### src/rtl/ifc_pkg.sv
package ifc_pkg;
    typedef enum logic [1:0] {
        ST_IDLE,
        ST_SETTLE,
        ST_GATE,
        ST_HOLD
    } ifc_state_e;

    localparam logic [2:0] SEL_UNLOCK = 3'b001;
    localparam logic [2:0] SEL_END    = 3'b010;
    localparam logic [2:0] SEL_SD     = 3'b101;
    localparam logic [2:0] SEL_STEREO = 3'b110;
endpackage

### src/rtl/ifc_edge_count.sv
module ifc_edge_count #(
    parameter int CNT_W = 20
) (
    input  logic             clk,
    input  logic             rst_n,
    input  logic             clr,
    input  logic             en,
    output logic [CNT_W-1:0] count,
    output logic             sat
);
    always_ff @(posedge clk or negedge rst_n) begin
        if (!rst_n) begin
            count <= '0;
            sat   <= 1'b0;
        end else if (clr) begin
            count <= '0;
            sat   <= 1'b0;
        end else if (en) begin
            if (&count) begin
                sat <= 1'b1;
            end else begin
                count <= count + 1'b1;
            end
        end
    end
endmodule

### src/rtl/ifc_unlock_stretch.sv
module ifc_unlock_stretch #(
    parameter int STRETCH_TICKS = 2
) (
    input  logic       clk,
    input  logic       rst_n,
    input  logic [1:0] mode,
    input  logic       phase_err,
    input  logic       ms_tick,
    output logic       unlock_ind
);
    localparam int SW = $clog2(STRETCH_TICKS + 1);

    logic [SW-1:0] hold_cnt;

    always_ff @(posedge clk or negedge rst_n) begin
        if (!rst_n) begin
            hold_cnt <= '0;
        end else if (phase_err) begin
            hold_cnt <= SW'(STRETCH_TICKS);
        end else if (ms_tick && hold_cnt != '0) begin
            hold_cnt <= hold_cnt - 1'b1;
        end
    end

    always_comb begin
        unique case (mode)
            2'b00:   unlock_ind = 1'b0;
            2'b01:   unlock_ind = phase_err;
            default: unlock_ind = phase_err | (hold_cnt != '0);
        endcase
    end
endmodule

### src/rtl/ifc_status_mux.sv
module ifc_status_mux
    import ifc_pkg::*;
(
    input  logic [2:0] sel,
    input  logic       bus_busy,
    input  logic       unlock_ind,
    input  logic       meas_end,
    input  logic       sig_det,
    input  logic       stereo,
    output logic       pull_low
);
    logic chosen;

    always_comb begin
        unique case (sel)
            SEL_UNLOCK: chosen = unlock_ind;
            SEL_END:    chosen = meas_end;
            SEL_SD:     chosen = sig_det;
            SEL_STEREO: chosen = stereo;
            default:    chosen = 1'b0;
        endcase
        pull_low = chosen & ~bus_busy;
    end
endmodule

### src/rtl/ifc_gated_counter.sv
module ifc_gated_counter
    import ifc_pkg::*;
#(
    parameter int CNT_W         = 20,
    parameter int WAIT_TICKS    = 4,
    parameter int GATE_BASE     = 4,
    parameter int STRETCH_TICKS = 2
) (
    input  logic             clk,
    input  logic             rst_n,
    input  logic             ms_tick,
    input  logic             if_in,
    input  logic             start,
    input  logic [1:0]       gate_sel,
    input  logic [2:0]       pin_sel,
    input  logic [1:0]       ulk_mode,
    input  logic             phase_err,
    input  logic             sig_det,
    input  logic             stereo,
    input  logic             bus_busy,
    output logic [CNT_W-1:0] count,
    output logic             sat,
    output logic             pin_low
);
    localparam int GATE_MAX = GATE_BASE << 3;
    localparam int TC_W     = $clog2(GATE_MAX) + 1;

    ifc_state_e    state, state_n;
    logic [TC_W-1:0] tick_cnt;
    logic [1:0]    gate_q;
    logic [TC_W-1:0] gate_len;
    logic          if_q;
    logic          if_rise;
    logic          cnt_clr, cnt_en, meas_end;
    logic          wait_done, gate_done;
    logic          unlock_ind;

    assign gate_len  = TC_W'(GATE_BASE) << gate_q;
    assign wait_done = ms_tick && (tick_cnt == TC_W'(WAIT_TICKS - 1));
    assign gate_done = ms_tick && (tick_cnt == gate_len - 1'b1);
    assign if_rise   = if_in & ~if_q;

    // state register
    always_ff @(posedge clk or negedge rst_n) begin
        if (!rst_n) state <= ST_IDLE;
        else        state <= state_n;
    end

    // next state
    always_comb begin
        state_n = state;
        unique case (state)
            ST_IDLE:   if (start) state_n = ST_SETTLE;
            ST_SETTLE: if (!start) state_n = ST_IDLE;
                       else if (wait_done) state_n = ST_GATE;
            ST_GATE:   if (!start) state_n = ST_IDLE;
                       else if (gate_done) state_n = ST_HOLD;
            ST_HOLD:   if (!start) state_n = ST_IDLE;
        endcase
    end

    // tick counter, gate latch, input edge register
    always_ff @(posedge clk or negedge rst_n) begin
        if (!rst_n) begin
            tick_cnt <= '0;
            gate_q   <= 2'b00;
            if_q     <= 1'b0;
        end else begin
            if_q <= if_in;
            if (state == ST_IDLE && start) gate_q <= gate_sel;
            if (state_n != state || state == ST_IDLE) tick_cnt <= '0;
            else if (ms_tick) tick_cnt <= tick_cnt + 1'b1;
        end
    end

    // outputs of the controller
    always_comb begin
        cnt_clr  = !start || state == ST_IDLE || state == ST_SETTLE;
        cnt_en   = (state == ST_GATE) && if_rise;
        meas_end = (state == ST_HOLD);
    end

    ifc_edge_count #(.CNT_W(CNT_W)) u_cnt (
        .clk   (clk),
        .rst_n (rst_n),
        .clr   (cnt_clr),
        .en    (cnt_en),
        .count (count),
        .sat   (sat)
    );

    ifc_unlock_stretch #(.STRETCH_TICKS(STRETCH_TICKS)) u_ulk (
        .clk        (clk),
        .rst_n      (rst_n),
        .mode       (ulk_mode),
        .phase_err  (phase_err),
        .ms_tick    (ms_tick),
        .unlock_ind (unlock_ind)
    );

    ifc_status_mux u_mux (
        .sel        (pin_sel),
        .bus_busy   (bus_busy),
        .unlock_ind (unlock_ind),
        .meas_end   (meas_end),
        .sig_det    (sig_det),
        .stereo     (stereo),
        .pull_low   (pin_low)
    );
endmodule

### config.mk
export PLATFORM = sky130hd
export DESIGN_NAME = ifc_gated_counter
export DESIGN_NICKNAME = d
export VERILOG_FILES = /design/src/rtl/ifc_pkg.sv /design/src/rtl/ifc_edge_count.sv /design/src/rtl/ifc_unlock_stretch.sv /design/src/rtl/ifc_status_mux.sv /design/src/rtl/ifc_gated_counter.sv
export SDC_FILE = /design/constraint.sdc
export NUM_CORES = 1
export LEC_CHECK = 0
export BUFFER_PORTS_ARGS = -buffer_cell sky130_fd_sc_hd__buf_2
export CORE_MARGIN = 8
export CORE_UTILIZATION = 30
export CTS_BUF_LIST = sky130_fd_sc_hd__clkbuf_8
export DETAILED_ROUTE_END_ITERATION = 6
export REMOVE_ABC_BUFFERS = 1
export SLEW_MARGIN = 5
export SYNTH_ARGS = -nofsm -noshare
export SYNTH_HDL_FRONTEND = slang
export SYNTH_SLANG_ARGS = --single-unit
### constraint.sdc
create_clock -name clk -period 1.8 [get_ports clk]
set_input_delay 0.27 -clock clk [delete_from_list [all_inputs] [get_ports clk]]
set_output_delay 0.27 -clock clk [all_outputs]
set_load 0.01 [all_outputs]
# [Yosys cells after proc, flatten, opt, wreduce, memory -nomap -nowiden]
# Index checks and enable logic that the tools add are counted.
[classes] add_sub_neg=4 n_mul=0 div=0 magnitude_cmp=0 n_eq_ne=12 shifts=1 mux=19 bitwise=5 reduce_logical=19
[op_table] op="two-way mux 20 bit" count=3
[op_table] op="adder 20 x 1 -> 20 bit, second input constant" count=1
[op_table] op="AND reduction 20 bit" count=1
[op_table] op="two-way mux 2 bit" count=8
[op_table] op="two-way mux 6 bit" count=2
[op_table] op="nonzero test 2 bit" count=5
[op_table] op="case mux 2 bit (4 select lines)" count=1
[op_table] op="adder 6 x 1 -> 6 bit, second input constant" count=1
[op_table] op="equality test 3 bit, second input constant" count=2
[op_table] op="equality test 6 x 2 -> 1 bit, second input constant" count=1
[op_table] op="equality test 6 bit" count=1
[op_table] op="left shift 3 x 2 -> 6 bit, first input constant" count=1
[op_table] op="subtractor 6 x 1 -> 6 bit, second input constant" count=1
[op_table] op="logical AND 1 bit" count=5
[op_table] op="equality test 2 x 1 -> 1 bit, second input constant" count=2
[op_table] op="equality test 2 bit, second input constant" count=2
[op_table] op="zero test 2 bit" count=2
[op_table] op="case mux 1 bit (4 select lines)" count=1
[op_table] op="AND reduction 2 bit" count=2
[op_table] op="equality test 3 x 1 -> 1 bit, second input constant" count=1
[op_table] op="equality test 3 x 2 -> 1 bit, second input constant" count=1
[op_table] op="logical OR 1 bit" count=3
[op_table] op="two-way mux 1 bit" count=3
[op_table] op="bitwise AND 1 bit" count=2
[op_table] op="7 further kinds" count=8
[totals] regBits=34 latch_bits=0 ram_bits=0 romBits=0 in_bits=16 output_inout_bits=22 elab_cells=67 mem_count=0

# [Depth between registers and ports, before layout]
# Gate-level depths: netlist of the first run.
[depth] word_depth=10 depth_mapped=6 ltp_nobuf=5

# [By module]
# A second synthesis of the first run with hierarchy kept.
[hier_totals] cells_unflattened=210 hier_area_um2=2037.0
[modules_own_cells] mod="ifc_edge_count" instances=1 cells_per_inst=136 area_per_inst_um2=1251.2 seq_area_each_um2=525.5
[modules_own_cells] mod="ifc_gated_counter" instances=1 cells_per_inst=53 area_per_inst_um2=583.1 seq_area_each_um2=275.3
[modules_own_cells] mod="ifc_unlock_stretch" instances=1 cells_per_inst=14 area_per_inst_um2=138.9 seq_area_each_um2=50.0
[modules_own_cells] mod="ifc_status_mux" instances=1 cells_per_inst=7 area_per_inst_um2=63.8 seq_area_each_um2=0.0

# [Least setup slack after synthesis of the first run]
# No wires, ideal clock.
[synth_timing] kind="flip-flop to output port" startpoint="reg u_ulk.hold_cnt[0]" endpoint="out pin_low" arrival_ps=1436 t_required_ps=1530 path_slack_ps=94 stages_incl_launch_ff=6 path_buffers=0 path_cell_list="dfrtp_1 > inv_1 > ha_1 > o21ai_0 > a21oi_1 > a2111oi_0"
[synth_between] elab_chain_cells=5
[synth_lines] item="start: declaration" line_no="ifc_unlock_stretch.sv:13" rtl="logic [SW-1:0] hold_cnt;"
[synth_lines] item="start signal: assignment" line_no="ifc_unlock_stretch.sv:19" rtl="hold_cnt <= SW'(STRETCH_TICKS);"
[synth_lines] item="start signal: assignment" line_no="ifc_unlock_stretch.sv:21" rtl="hold_cnt <= hold_cnt - 1'b1;"
[synth_lines] item="nonzero test 2 bit" line_no="ifc_unlock_stretch.sv:29" rtl="default: unlock_ind = phase_err | (hold_cnt != '0);"
[synth_lines] item="OR 1 bit" line_no="ifc_unlock_stretch.sv:29"
[synth_lines] item="case mux 1 bit (2 select lines)" line_no="ifc_unlock_stretch.sv:26" rtl="unique case (mode)"
[synth_lines] item="case mux 1 bit (4 select lines)" line_no="ifc_status_mux.sv:15" rtl="unique case (sel)"
[synth_lines] item="bitwise AND 1 bit" line_no="ifc_status_mux.sv:22" rtl="pull_low = chosen & ~bus_busy;"
[synth_lines] item="end: declaration" line_no="ifc_gated_counter.sv:23" rtl="output logic pin_low"
# Every way passes these cells.

# [Final worst setup path of the first run]
[layout_timing] startpoint="reg u_ulk.hold_cnt[1]" endpoint="out pin_low"
# The elaborated chain is that of the path after synthesis.

==> flow_metrics.py, run 1 <==
metrics = {
    "clock_tree": {
        "clk-insertion-delay-late_ps": 280,
        "htreeDepth": 2,
        "cts_tree": "yes",
        "cts_buffers": 5,
        "clock_sinks": 34,
        "root_buffer": "clkbuf_8",
        "ctsHoldBuffers": 0,
        "clockBufferDepth": 2,
        "clk_pin_slew_ps": 70,
    },
    "critical_path": {
        "crit_arrival_ps": 1480,
        "crit_slowest_cell": "dfrtp_1",
        "crit_start": "u_ulk.hold_cnt[1]$_DFFE_PN0P_",
        "ff2ff_path_depth": 6,
        "crit_required_ps": 1530,
        "cp-start-kind": "flip-flop",
        "crit_path_end": "pin_low",
        "r2r_start": "u_cnt.count[0]$_DFFE_PN0P_",
        "max_stage_delay_ps": 360,
        "worstSetupPathType": "flip-flop to primary output",
        "cp-end-kind": "primary output",
        "worst-r2r-setup-slack_ps": 110,
        "path_max_fanout": 2,
        "rr_endpoint": "u_cnt.count[15]$_DFFE_PN0P_",
        "cp_cell_sequence": "inv_2 > ha_4 > o21ai_2 > a21oi_2 > a2111oi_2 > buf_2",
    },
    "logic_synthesis": {
        "synth_area_sq_mm": 0.002038,
        "yosysTopAreaCellShare": 0.4174,
        "ys_types": 48,
        "synth.top_cells.by_area": "dfrtp_1 42%, mux2i_1 7.9%, nand2_1 5.3%",
        "yosysWarnings": 0,
        "synth_top_area_cell": "dfrtp_1",
        "synthArstFlopShare": 1.000,
        "avgSynthCellArea_sq_um": 9.706,
        "ys_ff_latch": 34,
        "synth_edf_count": 0,
        "synth_ff_type": "dfrtp_1",
        "seq_area_frac_synth": 0.4174,
        "syn_inst": 210,
    },
    "power": {
        "p_leak_nw": 1.154,
        "power_density_mw_per_mm2": 573.5,
        "p_total_mw": 1.456,
        "vdd_ir_drop_max_mv": 0.3182,
    },
    "grt": {
        "overflow": 0,
        "grt_pass1_vias": 1778,
        "antenna_found_initial": 0,
        "grt_start_max_net_pins": 35,
        "grt_use_total": 0.1028,
        "grt_pass1_wl_um": 8211,
    },
    "sta": {
        "setup_tns_ps": 0,
        "finalCriticalPeriod_ps": 1746,
        "worst_pin_slew_ps": 448.7,
        "period_share": 0.9701,
        "hold_viol_final": 0,
        "finalMaxSlewViolations": 0,
        "hold_ws_ps": 15.15,
        "rsz0062_at_grt": "true",
        "setup_viol": 0,
        "finClkSkew_ps": 4.030,
        "timing.fmax_ghz": 0.5727,
        "relSlewSlack": 0.6988,
    },
    "route": {
        "drt-wirelength-per-cell_um": 13.80,
        "drt_iter0_drc": 54,
        "route.vias.total": 1741,
        "ant_nets": 0,
        "wirelength_um": 4761,
        "firstDrtPassIters": 4,
        "remaining_drc_errors": 0,
        "viasPerCell": 5.046,
    },
    "min_path": {
        "min_path_type": "input pin to async pin",
    },
    "final_layout": {
        "regArea_sq_um": 850.8,
        "fillers": 681,
        "nNetsFinal": 286,
        "fin_util": 0.3800,
        "diodes": 0,
        "drive_above_1_share": 0.2981,
        "multi_input_area_sq_mm": 0.001142,
        "syn2layout_area_growth_pct": 24.55,
    },
    "die": {
        "num_rows": 30,
        "coreArea_sq_mm": 0.006681,
        "die_height_um": 98.43,
        "num_io_pins": 38,
        "dieArea_sq_mm": 0.009687,
        "initial_core_util": 0.3051,
        "die_w_um": 98.43,
    },
    "placement": {
        "io_buffers": 37,
        "place_hpwl_um": 3580,
        "place.gp.congestion": 0.7975,
    },
    "outcome": {
        "outcome": "finished clean",
    },
    "flow_run": {
        "drv_cap": 0,
    },
}
==> power breakdown <==
group | total [mW] | switching, mW | internal [mW]
Sequential | 0.796 | 0.0146 | 0.781
Clock | 0.522 | 0.267 | 0.255
Combinational | 0.138 | 0.0708 | 0.0670
==> layer usage <==
metal	track usage	up-vias	routed length, um
li1	-	879	-
met4	0.03306	0	34
met2	0.1675	36	2215
met3	0.03665	4	230
met1	0.1233	822	2280
met5	0	-	0
==> flip-flops by register name, indices dropped and copies added (netlist names) <==
name            count
tick_cnt            6
u_cnt.count        20
if_q                1
u_ulk.hold_cnt      2
state               2
gate_q              2
u_cnt.sat           1
==> per-stage QoR <==
stage | worst slack [ps] | area [sq um] | std cells
after floorplan | 86.50 | 1997 | 202
after global routing | -29.11 | 2539 | 345
after detailed placement | 95.43 | 2410 | 336
after global placement | 123.9 | 2410 | 336
final | 53.79 | 2539 | 345
after CTS | 6.406 | 2486 | 343
==> critical path: cells and delay by family (launching register included) <==
kind	cells	cell delay (ps)
AO/OA/AOI/OAI	3	450
flip-flops	1	360
buffers and inverters	2	230
adder cells (fa/ha/maj)	1	150
==> cells in the mapped netlist, types with 3 or more instances <==
| cell | number |
|---|---|
| a211oi_1 | 3 |
| and4_1 | 3 |
| xor2_1 | 3 |
| clkbuf_1 | 3 |
| nor2_1 | 6 |
| nand2_1 | 29 |
| a31oi_1 | 3 |
| xnor2_1 | 3 |
| mux2i_1 | 16 |
| nand4_1 | 7 |
| inv_1 | 10 |
| a21oi_1 | 9 |
| and2_1 | 3 |
| and3_1 | 5 |
| nand3_1 | 8 |
| dfrtp_1 | 34 |
| o21ai_0 | 5 |
| ha_1 | 5 |
| nand2b_1 | 12 |
| nor3_1 | 8 |
==> cell families (layout without fill, tap and decap cells) <==
logic type	Yosys count	count (layout)	share of synthesized area
mux	18	18	0.08962
simple gates	90	90	0.2541
buf+inv	18	73	0.03867
xor+xnor	6	6	0.02579
flops	34	34	0.4174
fa+ha+maj	5	5	0.03069
compound gates	39	39	0.1437
==> what timing repair did <==
action / in CTS / in global routing
endpoints found under the hold margin: 0 / 0
resized for setup: 1 / 12
endpoints found under the setup margin: 1 / 13
buffers inserted: 0 / 2
pin swaps: 2 / 4
==> placed cells by master (no fill, tap or decap), types with 2 or more instances in the layout <==
master | netlist | final
buf_2 | 2 | 37
dfrtp_1 | 34 | 34
nand2_1 | 29 | 29
buf_4 | 2 | 18
mux2i_1 | 16 | 16
nand2b_1 | 12 | 12
inv_1 | 10 | 10
nor3_1 | 8 | 8
a21oi_1 | 9 | 8
nand3_1 | 8 | 7
nand4_1 | 7 | 7
nor2_1 | 6 | 6
clkbuf_8 | 0 | 5
and3_1 | 5 | 4
o21ai_0 | 5 | 4
ha_1 | 5 | 4
a31oi_1 | 3 | 3
and2_1 | 3 | 3
xnor2_1 | 3 | 3
xor2_1 | 3 | 3
a211oi_1 | 3 | 3
inv_2 | 0 | 2
a22oi_1 | 2 | 2
a211o_1 | 2 | 2
and4_1 | 3 | 2
mux2_2 | 2 | 2
nor4_1 | 2 | 2
a311oi_1 | 2 | 2
==> cell type report <==
class                   instances  share of cell area
repair buffers                 56              0.1306
clock inverters                 2            0.002957
inverters                      10             0.01479
clock buffers                   5             0.02711
flip-flops and latches         34              0.3351
well taps                      80             0.03943
multi-input cells             158              0.4500
==> how the worst min path moves through the flow <==
stage / endpoint / slack (ps)
2_1_floorplan: gate_q[0]$_DFFE_PN0P_ / -30
3_3_place_gp: u_cnt.count[8]$_DFFE_PN0P_ / 340
3_5_place_dp: u_cnt.count[8]$_DFFE_PN0P_ / 340
4_1_cts: u_cnt.count[8]$_DFFE_PN0P_ / 30
5_1_grt: u_cnt.count[8]$_DFFE_PN0P_ / 50
6_report: u_cnt.count[10]$_DFFE_PN0P_ / 20
No activity file was read; power rests on OpenSTA's default activity.
==> run 2, diff against run 1 <==
--- a/config.mk
+++ b/config.mk
@@ -7,2 +7,3 @@
 export LEC_CHECK = 0
+export ABC_CLOCK_PERIOD_IN_PS = 1800
 export BUFFER_PORTS_ARGS = -buffer_cell sky130_fd_sc_hd__buf_2
@@ -12,2 +13,3 @@
 export DETAILED_ROUTE_END_ITERATION = 6
+export GPL_TIMING_DRIVEN = 0
 export REMOVE_ABC_BUFFERS = 1
--- a/constraint.sdc
+++ b/constraint.sdc
@@ -3,2 +3,2 @@
 set_output_delay 0.27 -clock clk [all_outputs]
-set_load 0.01 [all_outputs]
+set_load 0.05 [all_outputs]
==> flow_metrics.py, run 2 (synthesis gave the netlist of run 1 again) <==
metrics = {
    "sta": {
        "timing.final.ws_setup_ps": -48.11,
        "hold_viol_final": 0,
        "period_share": 1.027,
        "rsz0062_at_grt": "true",
        "finClkSkew_ps": 9.261,
        "timing.fmax_ghz": 0.5411,
        "finalCriticalPeriod_ps": 1848,
        "relSlewSlack": 0.4741,
        "finalMaxSlewViolations": 0,
        "worst_pin_slew_ps": 788.8,
        "setup_viol": 1,
    },
    "critical_path": {
        "worstSetupPathType": "flip-flop to primary output",
        "cp-start-kind": "flip-flop",
        "crit_arrival_ps": 1580,
        "path_max_fanout": 2,
        "cp-end-kind": "primary output",
        "crit_required_ps": 1530,
    },
    "grt": {
        "grt_pass1_wl_um": 8066,
        "grt_pass1_vias": 1706,
        "grt_start_max_net_pins": 35,
        "antenna_found_initial": 0,
        "grt_use_total": 0.1011,
        "overflow": 0,
    },
    "power": {
        "p_total_mw": 1.517,
        "power_density_mw_per_mm2": 610.6,
        "vdd_ir_drop_max_mv": 0.2450,
        "p_leak_nw": 1.086,
    },
    "die": {
        "num_io_pins": 38,
        "initial_core_util": 0.3051,
        "die_height_um": 98.43,
        "die_w_um": 98.43,
        "num_rows": 30,
        "coreArea_sq_mm": 0.006681,
        "dieArea_sq_mm": 0.009687,
    },
    "final_layout": {
        "top_regs": "u_cnt.count: 20 flops, tick_cnt: 6 flops",
        "nNetsFinal": 273,
        "multi_input_area_sq_mm": 0.001165,
        "final_common_cell": "buf_2",
        "final_cell_mix": "36 x buf_2, 29 x nand2_1, 28 x dfrtp_1",
        "largest_register_ffs": 20,
        "drive_above_1_share": 0.3083,
        "regArea_sq_um": 858.3,
        "top_register": "u_cnt.count",
        "syn2layout_area_growth_pct": 21.92,
        "diodes": 0,
        "fillers": 683,
    },
    "outcome": {
        "outcome": "finished, violations left",
        "violations": "setup timing",
    },
    "clock_tree": {
        "clk_pin_slew_ps": 70,
        "clk-insertion-delay-late_ps": 290,
        "root_buffer": "clkbuf_8",
        "cts_tree": "yes",
        "clock_sinks": 34,
        "ctsHoldBuffers": 0,
        "clockBufferDepth": 2,
        "htreeDepth": 2,
        "cts_buffers": 5,
    },
    "route": {
        "drt_iter0_drc": 68,
        "wirelength_met1_um": 2249,
        "dr_wl_met2_um": 2126,
        "ant_nets": 0,
        "route.vias.total": 1741,
        "firstDrtPassIters": 4,
        "drt-wirelength-per-cell_um": 14.02,
        "viasPerCell": 5.228,
        "wl_met3_um": 220,
        "top_layer_used": "met4",
        "remaining_drc_errors": 0,
        "wirelength_um": 4668,
    },
    "placement": {
        "io_buffers": 37,
        "place_hpwl_um": 3303,
        "place.gp.congestion": 0.7815,
        "dpl_worst_slack_ps": -157.7,
    },
    "min_path": {
        "min_path_type": "input pin to async pin",
    },
    "flow_run": {
        "drv_cap": 0,
    },
}
run 2: cell count changes in the layout (fill, tap and decap cells not counted), sizes merged:
| cell | before | now |
|---|---|---|
| clkbuf | 5 | 6 |
| clkinv | 0 | 1 |
| buf | 56 | 43 |
| inv | 12 | 11 |
run 2: what timing repair did:
item	in CTS	in global routing
setup endpoints to repair	23	27
gates resized for setup	8	17
pin swaps	6	2
buffers inserted	2	4
hold endpoints to repair	0	0
cloned	0	0
run 2: critical path, cell delays in order, from the launching register on:
cell and delay (ps):
dfrtp_1 360, inv_2 50, ha_4 160, o21ai_2 120
a21oi_2 70, a2111oi_2 280, buf_4 260
run 2: path summary, 6_finish.rpt:
| path | start | to | slack, ps | cells past startpoint |
|---|---|---|---|---|
| worst max-delay path | u_ulk.hold_cnt[1]$_DFFE_PN0P_ | pin_low | -50 | 6 |
| worst min-delay path | rst_n | u_cnt.count[8]$_DFFE_PN0P_ | 60 | 1 |
| worst max register to register | state[0]$_DFF_PN0_ | u_cnt.count[15]$_DFFE_PN0P_ | 110 | 4 |
| worst min register to register | u_ulk.hold_cnt[1]$_DFFE_PN0P_ | u_ulk.hold_cnt[1]$_DFFE_PN0P_ | 520 | 1 |
| max in group asynchronous | rst_n | state[0]$_DFF_PN0_ | 1190 | 1 |
| min in group clk | if_in | if_q$_DFF_PN0_ | 130 | 1 |
run 2: routing by layer:
metal / vias up / global-route usage
li1: 855 / -
met1: 845 / 0.1275
met2: 33 / 0.1565
met3: 8 / 0.03453
met4: 0 / 0.03542
met5: - / 0
run 2: final cells by class:
cell class / instances / share of cell area
Multi-Input combinational cell: 158 / 0.4688
Sequential cell: 34 / 0.3454
Timing Repair Buffer: 43 / 0.09366
Tap cell: 80 / 0.04028
Clock buffer: 6 / 0.03323
Inverter: 10 / 0.01511
Clock inverter: 2 / 0.003525
run 2: report_power, final:
part | switching, mW | internal (mW) | total, mW
Sequential | 0.0171 | 0.781 | 0.798
Clock | 0.282 | 0.303 | 0.585
Combinational | 0.0722 | 0.0620 | 0.134
run 2: per-stage QoR:
step	utilization	area [sq um]	hold WS [ps]	setup TNS [ps]	instances
floorplan	-	1997	-25.59	-4181	202
global placement	0.3416	2282	406.0	-983.5	319
detailed placement	0.3416	2282	402.4	-1363	319
CTS	0.3594	2401	87.22	-108.4	329
global route	0.3719	2485	108.4	-170.9	333
finish	0.3719	2485	64.27	-48.11	333
